==> config.mk <==
export PLATFORM = sky130hd
export DESIGN_NAME = wake_level_qual
export DESIGN_NICKNAME = d
export VERILOG_FILES = /design/src/rtl/wake_qual_pkg.sv /design/src/rtl/wake_qual_rst_sync.sv /design/src/rtl/wake_qual_startup_cnt.sv /design/src/rtl/wake_qual_fsm.sv /design/src/rtl/wake_level_qual.sv
export SDC_FILE = /design/constraint.sdc
export NUM_CORES = 1
export LEC_CHECK = 0
export CORE_MARGIN = 1
export CORE_UTILIZATION = 35
export DETAILED_ROUTE_END_ITERATION = 7
export PLACE_DENSITY = 0.59
export SYNTH_ARGS = -nofsm -noshare
export SYNTH_HDL_FRONTEND = slang
export SYNTH_SLANG_ARGS = --single-unit
==> constraint.sdc <==
create_clock -name clk_slow -period 0.8 [get_ports clk_slow]
set_input_delay 0.08 -clock clk_slow [delete_from_list [all_inputs] [get_ports clk_slow]]
set_output_delay 0.08 -clock clk_slow [all_outputs]
set_load 0.02 [all_outputs]
==> src/rtl/wake_qual_pkg.sv <==
package wake_qual_pkg;

  typedef enum logic [2:0] {
    ST_AWAKE   = 3'd0,
    ST_SLEEP   = 3'd1,
    ST_SAMPLE1 = 3'd2,
    ST_STARTUP = 3'd3,
    ST_CHECK   = 3'd4
  } wq_state_e;

endpackage

==> src/rtl/wake_qual_rst_sync.sv <==
module wake_qual_rst_sync #(
  parameter int STAGES = 2
) (
  input  logic clk,
  input  logic arst_n,
  output logic srst_n
);

  logic [STAGES-1:0] chain_q;

  always_ff @(posedge clk or negedge arst_n) begin
    if (!arst_n) begin
      chain_q <= '0;
    end else begin
      chain_q <= {chain_q[STAGES-2:0], 1'b1};
    end
  end

  assign srst_n = chain_q[STAGES-1];

endmodule

==> src/rtl/wake_qual_startup_cnt.sv <==
module wake_qual_startup_cnt #(
  parameter int SEL_W     = 2,
  parameter int BASE_LOG2 = 2,
  parameter int STEP_LOG2 = 2
) (
  input  logic             clk,
  input  logic             rst_n,
  input  logic             run,
  input  logic             clr,
  input  logic [SEL_W-1:0] sel,
  output logic             done
);

  localparam int NSEL     = 1 << SEL_W;
  localparam int MAX_LOG2 = BASE_LOG2 + STEP_LOG2 * (NSEL - 1);
  localparam int CNT_W    = MAX_LOG2;

  logic [CNT_W-1:0] limit_tab [NSEL];
  logic [CNT_W-1:0] cnt_q, cnt_d;
  logic [CNT_W-1:0] limit;

  for (genvar g = 0; g < NSEL; g++) begin : g_limit
    localparam longint LEN = longint'(1) << (BASE_LOG2 + STEP_LOG2 * g);
    assign limit_tab[g] = CNT_W'(LEN - 1);
  end

  assign limit = limit_tab[sel];
  assign done  = run && (cnt_q == limit);

  always_comb begin
    cnt_d = cnt_q;
    if (clr) begin
      cnt_d = '0;
    end else if (run) begin
      cnt_d = done ? '0 : cnt_q + 1'b1;
    end
  end

  always_ff @(posedge clk or negedge rst_n) begin
    if (!rst_n) begin
      cnt_q <= '0;
    end else begin
      cnt_q <= cnt_d;
    end
  end

  // the count never passes the selected limit
  a_r3_cnt_bound: assert property (@(posedge clk) disable iff (!rst_n)
    run |-> (cnt_q <= limit));

  // a clear leaves the counter at zero
  a_r6_cnt_cleared: assert property (@(posedge clk) disable iff (!rst_n)
    clr |=> (cnt_q == '0));

endmodule

==> src/rtl/wake_qual_fsm.sv <==
module wake_qual_fsm
  import wake_qual_pkg::*;
(
  input  logic clk,
  input  logic rst_n,
  input  logic sleep_i,
  input  logic pin_n,
  input  logic cnt_done,
  output logic cnt_run,
  output logic cnt_clr,
  output logic wake_o,
  output logic irq_o
);

  wq_state_e state_q, state_d;
  logic      sleep_q;
  logic      wake_q, wake_d;
  logic      irq_q, irq_d;

  assign cnt_run = (state_q == ST_STARTUP) && sleep_i;
  assign cnt_clr = (state_q != ST_STARTUP) || !sleep_i;

  always_comb begin
    state_d = state_q;
    wake_d  = 1'b0;
    irq_d   = 1'b0;
    if (!sleep_i) begin
      state_d = ST_AWAKE;
    end else begin
      unique case (state_q)
        ST_AWAKE:   if (!sleep_q) state_d = ST_SLEEP;
        ST_SLEEP:   if (!pin_n) state_d = ST_SAMPLE1;
        ST_SAMPLE1: state_d = pin_n ? ST_SLEEP : ST_STARTUP;
        ST_STARTUP: begin
          if (cnt_done) begin
            state_d = ST_CHECK;
            wake_d  = 1'b1;
            irq_d   = !pin_n;
          end
        end
        ST_CHECK:   state_d = ST_AWAKE;
        default:    state_d = ST_AWAKE;
      endcase
    end
  end

  always_ff @(posedge clk or negedge rst_n) begin
    if (!rst_n) begin
      state_q <= ST_AWAKE;
      sleep_q <= 1'b0;
      wake_q  <= 1'b0;
      irq_q   <= 1'b0;
    end else begin
      state_q <= state_d;
      sleep_q <= sleep_i;
      wake_q  <= wake_d;
      irq_q   <= irq_d;
    end
  end

  assign wake_o = wake_q;
  assign irq_o  = irq_q;

  // no interrupt request outside a wake cycle
  a_r5_irq_needs_wake: assert property (@(posedge clk) disable iff (!rst_n)
    irq_o |-> wake_o);

  // the wake pulse lasts one cycle
  a_r3_wake_single: assert property (@(posedge clk) disable iff (!rst_n)
    wake_o |=> !wake_o);

  // sleep low at an edge means no wake in the following cycle
  a_r6_no_wake_awake: assert property (@(posedge clk) disable iff (!rst_n)
    !sleep_i |=> !wake_o);

  // start-up is only entered from the second-sample state
  a_r2_startup_entry: assert property (@(posedge clk) disable iff (!rst_n)
    (state_q == ST_STARTUP && $past(state_q) != ST_STARTUP) |-> $past(state_q) == ST_SAMPLE1);

  // the interrupt follows the pin level at the final start-up edge
  a_r4_irq_level: assert property (@(posedge clk) disable iff (!rst_n)
    wake_o |-> (irq_o == !$past(pin_n)));

endmodule

==> src/rtl/wake_level_qual.sv <==
module wake_level_qual #(
  parameter int SEL_W     = 2,
  parameter int BASE_LOG2 = 2,
  parameter int STEP_LOG2 = 2,
  parameter int SYNC_LEN  = 2
) (
  input  logic             clk_slow,
  input  logic             rst_n,
  input  logic             sleep_i,
  input  logic             pin_n,
  input  logic [SEL_W-1:0] sup_sel,
  output logic             wake_o,
  output logic             irq_o
);

  logic srst_n;
  logic cnt_run;
  logic cnt_clr;
  logic cnt_done;

  wake_qual_rst_sync #(
    .STAGES (SYNC_LEN)
  ) u_rst_sync (
    .clk    (clk_slow),
    .arst_n (rst_n),
    .srst_n (srst_n)
  );

  wake_qual_startup_cnt #(
    .SEL_W     (SEL_W),
    .BASE_LOG2 (BASE_LOG2),
    .STEP_LOG2 (STEP_LOG2)
  ) u_cnt (
    .clk   (clk_slow),
    .rst_n (srst_n),
    .run   (cnt_run),
    .clr   (cnt_clr),
    .sel   (sup_sel),
    .done  (cnt_done)
  );

  wake_qual_fsm u_fsm (
    .clk      (clk_slow),
    .rst_n    (srst_n),
    .sleep_i  (sleep_i),
    .pin_n    (pin_n),
    .cnt_done (cnt_done),
    .cnt_run  (cnt_run),
    .cnt_clr  (cnt_clr),
    .wake_o   (wake_o),
    .irq_o    (irq_o)
  );

endmodule

==> out/qor.yml, run 1 <==
status:
  outcome: "complete, but fails checks"
  violations: "negative setup slack"
cts:
  cts_setup_buffers: 0
  cts_buffers: 3
  clkTransAtPathRegs_ns: 0.09
  h-tree-depth: 1
  clock_sinks: 16
  worstSkewPairLatency_ns: 0.28
  cts_max_path_buffers: 2
  cts_tree: "done"
  cts-root-buf: "clkbuf_4"
layout:
  layout.nets: 97
  areaGrowthSynthToFinish_pct: 39.6
  drive_gt1_share_pct: 28.1
  final_cell_mix: "buf_4 (16), dfrtp_1 (16), nor3_1 (7)"
  fillers: 161
  multi_input_area_um2: 294
  postLayoutCoreUtil_pct: 54.9
  seq_area_um2: 400
  design_area_um2: 988
  antenna_cells: 0
floorplan:
  dieArea_mm2: 0.00221
  rows: 15
  core_mm2: 0.00180
  initial_utilization_pct: 39.3
  io_pins: 8
  dieHeight_um: 47.0
  die_x_um: 47.0
power:
  peakVddDrop_mv: 1.09
  clockPowerShare_pct: 35.3
  p_int_mw: 1.17
  power_leakage_nw: 0.446
  p_seq_share_pct: 56.8
  switchingPower_uw: 302
  sw_frac_of_total_pct: 20.5
  p_comb_share_pct: 7.9
  cellPowerDensity_mw_per_mm2: 1490
yosys:
  synth-seq-cells: 16
  synth.largest_area_cell: "dfrtp_1"
  syn_area_um2: 708
  ys_seq_area_share_pct: 56.5
  synth.area.top_cells: "dfrtp_1 (57%), xor2_1 (6.2%), nor3_1 (4.9%), nand3_1 (3.5%), nor3b_1 (3.2%)"
  synth_top_cell_area_share_pct: 56.5
  syn_inst: 62
  syn_nets: 69
  synth_warnings: 0
  synth.avg_cell_area_um2: 11.4
  yosysUniqueCellTypes: 27
placed_design:
  hpwlAfterDp_um: 944
  placed_area_um2: 940
  place_congestion: 0.803
  io_buffers: 7
critical_path:
  critPathLaunchType: "flop"
  end_kind: "flop"
  critPathKind: "flop to flop"
  rr_worst_depth: 5
  arrival_ns: 1.69
  r2r_end: "u_fsm.irq_o"
  crit-reg2reg-launch: "u_cnt.cnt_q[7]"
  endpoint: "u_fsm.irq_o"
  path_max_fanout: 13
  required_ns: 1.01
  r2r_setup_slack_ns: -0.68
  cp-startpoint: "u_cnt.cnt_q[7]"
global_routing:
  grt_antenna_before_repair: 0
  grt_pass1_wl_mm: 2.15
  grt_max_degree: 15
  grt_use_total_pct: 14.4
  grt_pass1_vias: 529
  grt_overflow_total: 0
route:
  drtIter0Drc: 14
  postRouteAntennaNets: 0
  wl_per_cell_um: 11.3
  firstDrtPassIters: 2
  drc: 0
  vias_per_cell: 4.91
  num_vias: 560
  wl_mm: 1.29
timing:
  rsz0062_at_grt: "yes"
  fmaxAchievable_mhz: 674
  maxSlewViolCount: 0
  hold_violations: 0
  fin_crit_sh_pct: 185
  worst_slack_ns: -0.683
  setup_viol: 15
  fin_crit_ns: 1.48
  setup_tns_ns: -8.43
  fin_worst_skew_ns: 0.00212
run:
  max_cap_violations: 0
worst_hold_path:
  hp-class: "flop to asynchronous set/reset pin"
[worst max-delay path, stage by stage, from the launching register on]
cell	delay [ns]
dfrtp_1	0.39
a211o_1	0.26
a221o_1	0.30
a21oi_2	0.16
buf_12	0.15
nor3b_2	0.15
[final cells by class]
type | count | area share, %
clock buffer | 4 | 3.67
timing repair buffer | 25 | 22.5
tap | 25 | 3.16
multi-input combinational | 43 | 29.7
sequential | 16 | 40.5
inverter | 1 | 0.380
[sequential cells by signal, summed over array words and instances, names as in the netlist]
register	flops
u_fsm.sleep_q	1
u_fsm.state_q	3
u_fsm.irq_o	1
u_cnt.cnt_q	8
u_rst_sync.chain_q	2
u_fsm.wake_o	1
[cells by family after synthesis]
logic type | after synthesis | share of synthesized area, %
AO/OA/AOI/OAI | 7 | 8.48
XOR/XNOR | 7 | 8.66
adder cells (fa/ha/maj) | 1 | 1.77
buffers and inverters | 3 | 2.65
flip-flops | 16 | 56.5
other | 1 | 0.530
AND/OR/NAND/NOR | 27 | 21.4
[power groups by stage]
stage	Combinational (mW)	Sequential [mW]	Clock [mW]
3_3_place_gp	0.110	0.851	0
4_1_cts	0.118	0.836	0.540
2_1_floorplan	0.0305	0.861	0
3_5_place_dp	0.111	0.852	0
6_report	0.116	0.836	0.519
5_1_grt	0.127	0.838	0.584
[synthesized netlist by cell type]
| cell | instances |
|---|---|
| dfrtp_1 | 16 |
| xnor2_1 | 2 |
| a221o_1 | 1 |
| inv_1 | 1 |
| xor2_1 | 5 |
| nand2b_1 | 1 |
| and3_1 | 2 |
| and2b_1 | 1 |
| nand4b_1 | 1 |
| clkbuf_1 | 1 |
| nor3b_1 | 3 |
| a21oi_2 | 1 |
| ha_1 | 1 |
| o32ai_1 | 1 |
| nor4_1 | 1 |
| conb_1 | 1 |
| nand3_1 | 5 |
| a311oi_1 | 1 |
| nor3_1 | 7 |
| buf_6 | 1 |
| nand4_1 | 1 |
| o211ai_1 | 1 |
| nor2b_1 | 1 |
| a211oi_1 | 1 |
| nand2_1 | 2 |
| a211o_1 | 1 |
| nor2_1 | 2 |
[worst min-delay path by stage]
stage	end	slack, ns	cells after the start
floorplan	u_rst_sync.chain_q[0]	-0.22	0
global placement	u_fsm.state_q[1]	0.17	1
detailed placement	u_fsm.state_q[1]	0.17	1
CTS	u_fsm.state_q[2]	0.18	1
global route	u_cnt.cnt_q[3]	0.21	1
finish	u_cnt.cnt_q[2]	0.17	1
[timing repair]
| item | CTS | global route |
|---|---|---|
| resized for setup | 12 | 0 |
| endpoints found under the hold margin | 2 | 0 |
| hold buffers | 1 | 0 |
| endpoints found under the setup margin | 15 | 15 |
[metrics by stage]
step | power, mW | cells | setup slack (ns) | hold slack, ns
after floorplan | 0.891 | 62 | -0.642 | -0.216
after global placement | 0.962 | 109 | -0.842 | 0.171
after CTS | 1.49 | 114 | -0.694 | 0.182
after detailed placement | 0.964 | 109 | -0.877 | 0.174
after global routing | 1.55 | 114 | -0.768 | 0.213
final | 1.47 | 114 | -0.683 | 0.170
[layer usage]
metal / track usage (%) / wire (um) / vias to the layer above
met5: 0 / 0 / -
met4: 3.43 / 6 / 0
met3: 6.92 / 57 / 2
met2: 21.9 / 614 / 9
met1: 18.5 / 613 / 270
li1: - / - / 279
(Power assumes the default switching activity.)
==> run 2, diff against run 1 <==
Settings changed: CELL_PAD_IN_SITES_DETAIL_PLACEMENT set to 0, CELL_PAD_IN_SITES_GLOBAL_PLACEMENT set to 1, CORE_UTILIZATION 35 to 44, CTS_CLUSTER_DIAMETER set to 50, PLACE_DENSITY 0.59 to 0.83.
==> run 2 against run 1 <==
Against the previous run:
- largest cell class unchanged
- worst hold slack worse by 0.084 ns
- worst setup slack improved by 0.046 ns
- sequential cell count did not move
- highest routed layer unchanged
- register-to-register slack improved by 0.05 ns
- sequential share of layout area shrank 0.15 points
- clock skew is 0.0012 ns higher
- the run still ends with negative setup slack left
- via count grew 6.1%
==> out/qor.yml, run 2 (synthesized netlist as in run 1, its figures left out) <==
critical_path:
  path_cells: "a211o_1 -> a221o_1 -> a21oi_2 -> buf_4 -> nor3b_2"
  critPathLaunchType: "flop"
  endpoint: "u_fsm.irq_o"
  arrival_ns: 1.66  # -0.03 ns
  critPathKind: "flop to flop"
  max_stage_delay_ns: 0.39  # about the same
  path_max_fanout: 5  # -8
  rr_worst_depth: 5  # unchanged
  r2r_setup_slack_ns: -0.64  # +0.05 ns
  crit_family: "compound AO/OA/AOI/OAI gates"
  crit-reg2reg-launch: "u_cnt.cnt_q[7]"
  path_buf_inv: 1  # unchanged
  cp.depth: 5  # unchanged
  r2r_end: "u_fsm.irq_o"
  cp-startpoint: "u_cnt.cnt_q[7]"
  critPathSlowestCell: "dfrtp_1"
  end_kind: "flop"
  required_ns: 1.02  # about the same
layout:
  layout.nets: 99  # +2.1%
  layout_commonest_cell: "buf_4"
  antenna_cells: 0  # unchanged
  postLayoutCoreUtil_pct: 65.9  # +11 points
  top_regs: "u_cnt.cnt_q x8, u_fsm.state_q x3, u_rst_sync.chain_q x2"
  final_cells: 107  # -6.1%
  largest_register_ffs: 8  # unchanged
  design_area_um2: 992  # +0.38%
  largest_register: "u_cnt.cnt_q"
  drive_gt1_share_pct: 29.7  # +1.6 points
  final_cell_mix: "buf_4 (18), dfrtp_1 (16), nor3_1 (7)"
  areaGrowthSynthToFinish_pct: 40.1
timing:
  fin_crit_ns: 1.44  # -0.0459 ns
  hold_violations: 0  # unchanged
  rsz0062_at_grt: "yes"
  setup_tns_ns: -8.10  # +0.335 ns
  maxSlewViolCount: 0  # unchanged
  fmaxAchievable_mhz: 696  # +3.2%
  worst_slack_ns: -0.637  # +0.0459 ns
  fin_crit_sh_pct: 180  # -5.7 points
  fin_worst_skew_ns: 0.00328  # +0.00116 ns
  setup_viol: 15  # unchanged
cts:
  worstSkewPairLatency_ns: 0.29  # about the same
  clkTransAtPathRegs_ns: 0.09  # about the same
  cts_buffers: 3  # unchanged
  cts_setup_buffers: 0  # unchanged
  h-tree-depth: 1  # unchanged
  cts-root-buf: "clkbuf_4"
  cts_tree: "done"
  cts_max_path_buffers: 2  # unchanged
  clock_sinks: 16  # unchanged
floorplan:
  dieHeight_um: 42.1  # -10%
  core_mm2: 0.00151  # -16%
  rows: 14  # -1
  dieArea_mm2: 0.00177  # -20%
  io_pins: 8  # unchanged
  initial_utilization_pct: 47.0  # +7.7 points
  die_x_um: 42.1  # -10%
route:
  vias_per_cell: 5.55  # +13%
  postRouteAntennaNets: 0  # unchanged
  wl_per_cell_um: 13.3  # +18%
  drc: 0  # unchanged
  num_vias: 594  # +6.1%
  wl_mm: 1.43  # +10%
  firstDrtPassIters: 3  # +1
  drtIter0Drc: 17  # +3
worst_hold_path:
  hp-class: "flop to asynchronous set/reset pin"
global_routing:
  grt_overflow_total: 0  # unchanged
  grt_use_total_pct: 19.9  # +5.5 points
  grt_pass1_wl_mm: 2.55  # +18%
  grt_antenna_before_repair: 0  # unchanged
  grt_max_degree: 12  # -3
  grt_pass1_vias: 596  # +13%
placed_design:
  place_congestion: 0.816  # +1.7%
  post-place-ws_ns: -0.826  # +0.0510 ns
  dp_cells: 102  # -6.4%
  io_buffers: 7  # unchanged
  placed_area_um2: 943  # +0.40%
  hpwlAfterDp_mm: 1.08  # +14%
power:
  cellPowerDensity_mw_per_mm2: 1500  # +1.1%
  power_leakage_nw: 0.458  # +2.6%
  peakVddDrop_mv: 1.08  # -1.0%
run:
  max_cap_violations: 0  # unchanged
status:
  outcome: "complete, but fails checks"
  violations: "negative setup slack"
-- run 2: cell count changes in the layout (fill, tap and decap cells not counted), sizes merged --
cell / change
buf: +2
-- run 2: area by class of cell --
type | instances | area, um2
repair buffers | 27 | 238
inverters | 1 | 3.75
well taps | 16 | 20.0
clock buffers | 4 | 36.3
fillers | 131 | 514
flip-flops and latches | 16 | 400
multi-input cells | 43 | 294
-- run 2: how the worst min path moves through the flow --
stage | from | end | slack (ns) | depth (start not counted)
final | u_rst_sync.chain_q[1] | u_fsm.wake_o | 0.09 | 0
after detailed placement | u_rst_sync.chain_q[1] | u_fsm.wake_o | 0.08 | 0
after CTS | u_rst_sync.chain_q[1] | u_fsm.wake_o | 0.09 | 0
after global placement | u_rst_sync.chain_q[1] | u_fsm.state_q[2] | 0.07 | 0
after floorplan | rst_n | u_rst_sync.chain_q[0] | -0.22 | 0
after global routing | u_rst_sync.chain_q[1] | u_fsm.wake_o | 0.11 | 0
-- run 2: report_power, final --
part / total, mW / leakage, nW / internal [mW] / switching (mW)
clock network: 0.533 / 0.0210 / 0.278 / 0.255
logic: 0.120 / 0.222 / 0.0743 / 0.0454
registers: 0.840 / 0.215 / 0.824 / 0.0155
total: 1.49 / 0.458 / 1.18 / 0.316
-- run 2: worst register-to-register path, cell delays in order, from the launching register on --
cell and delay, ns:
dfrtp_1 0.39, a211o_1 0.27, a221o_1 0.30, a21oi_2 0.12, buf_4 0.14, nor3b_2 0.15
-- run 2: repair_timing --
item	CTS	global route
hold buffers	1	0
gates resized for setup	12	0
endpoints found under the hold margin	2	0
endpoints found under the setup margin	15	15
gates cloned	0	0
-- run 2: routing by layer --
layer,wire length (um),track usage [%]
met2,705,32.8
met5,0,0
met3,37,3.88
met1,643,23.5
met4,41,13.1
-- run 2: per-stage QoR --
| step | hold slack (ns) | total power [mW] |
|---|---|---|
| finish | 0.0862 | 1.49 |
| global route | 0.107 | 1.56 |
| CTS | 0.0906 | 1.51 |
| detailed placement | 0.0797 | 0.974 |
| global placement | 0.0722 | 0.970 |
| floorplan | -0.216 | 0.891 |
==> run 3, diff against run 2 <==
Settings changed: CORE_MARGIN 1 to not set, HOLD_SLACK_MARGIN set to 0.1, SKIP_LAST_GASP set to 1.
==> results of run 3 <==
No change in the layout: final DEF, timing and power equal those of run 2.
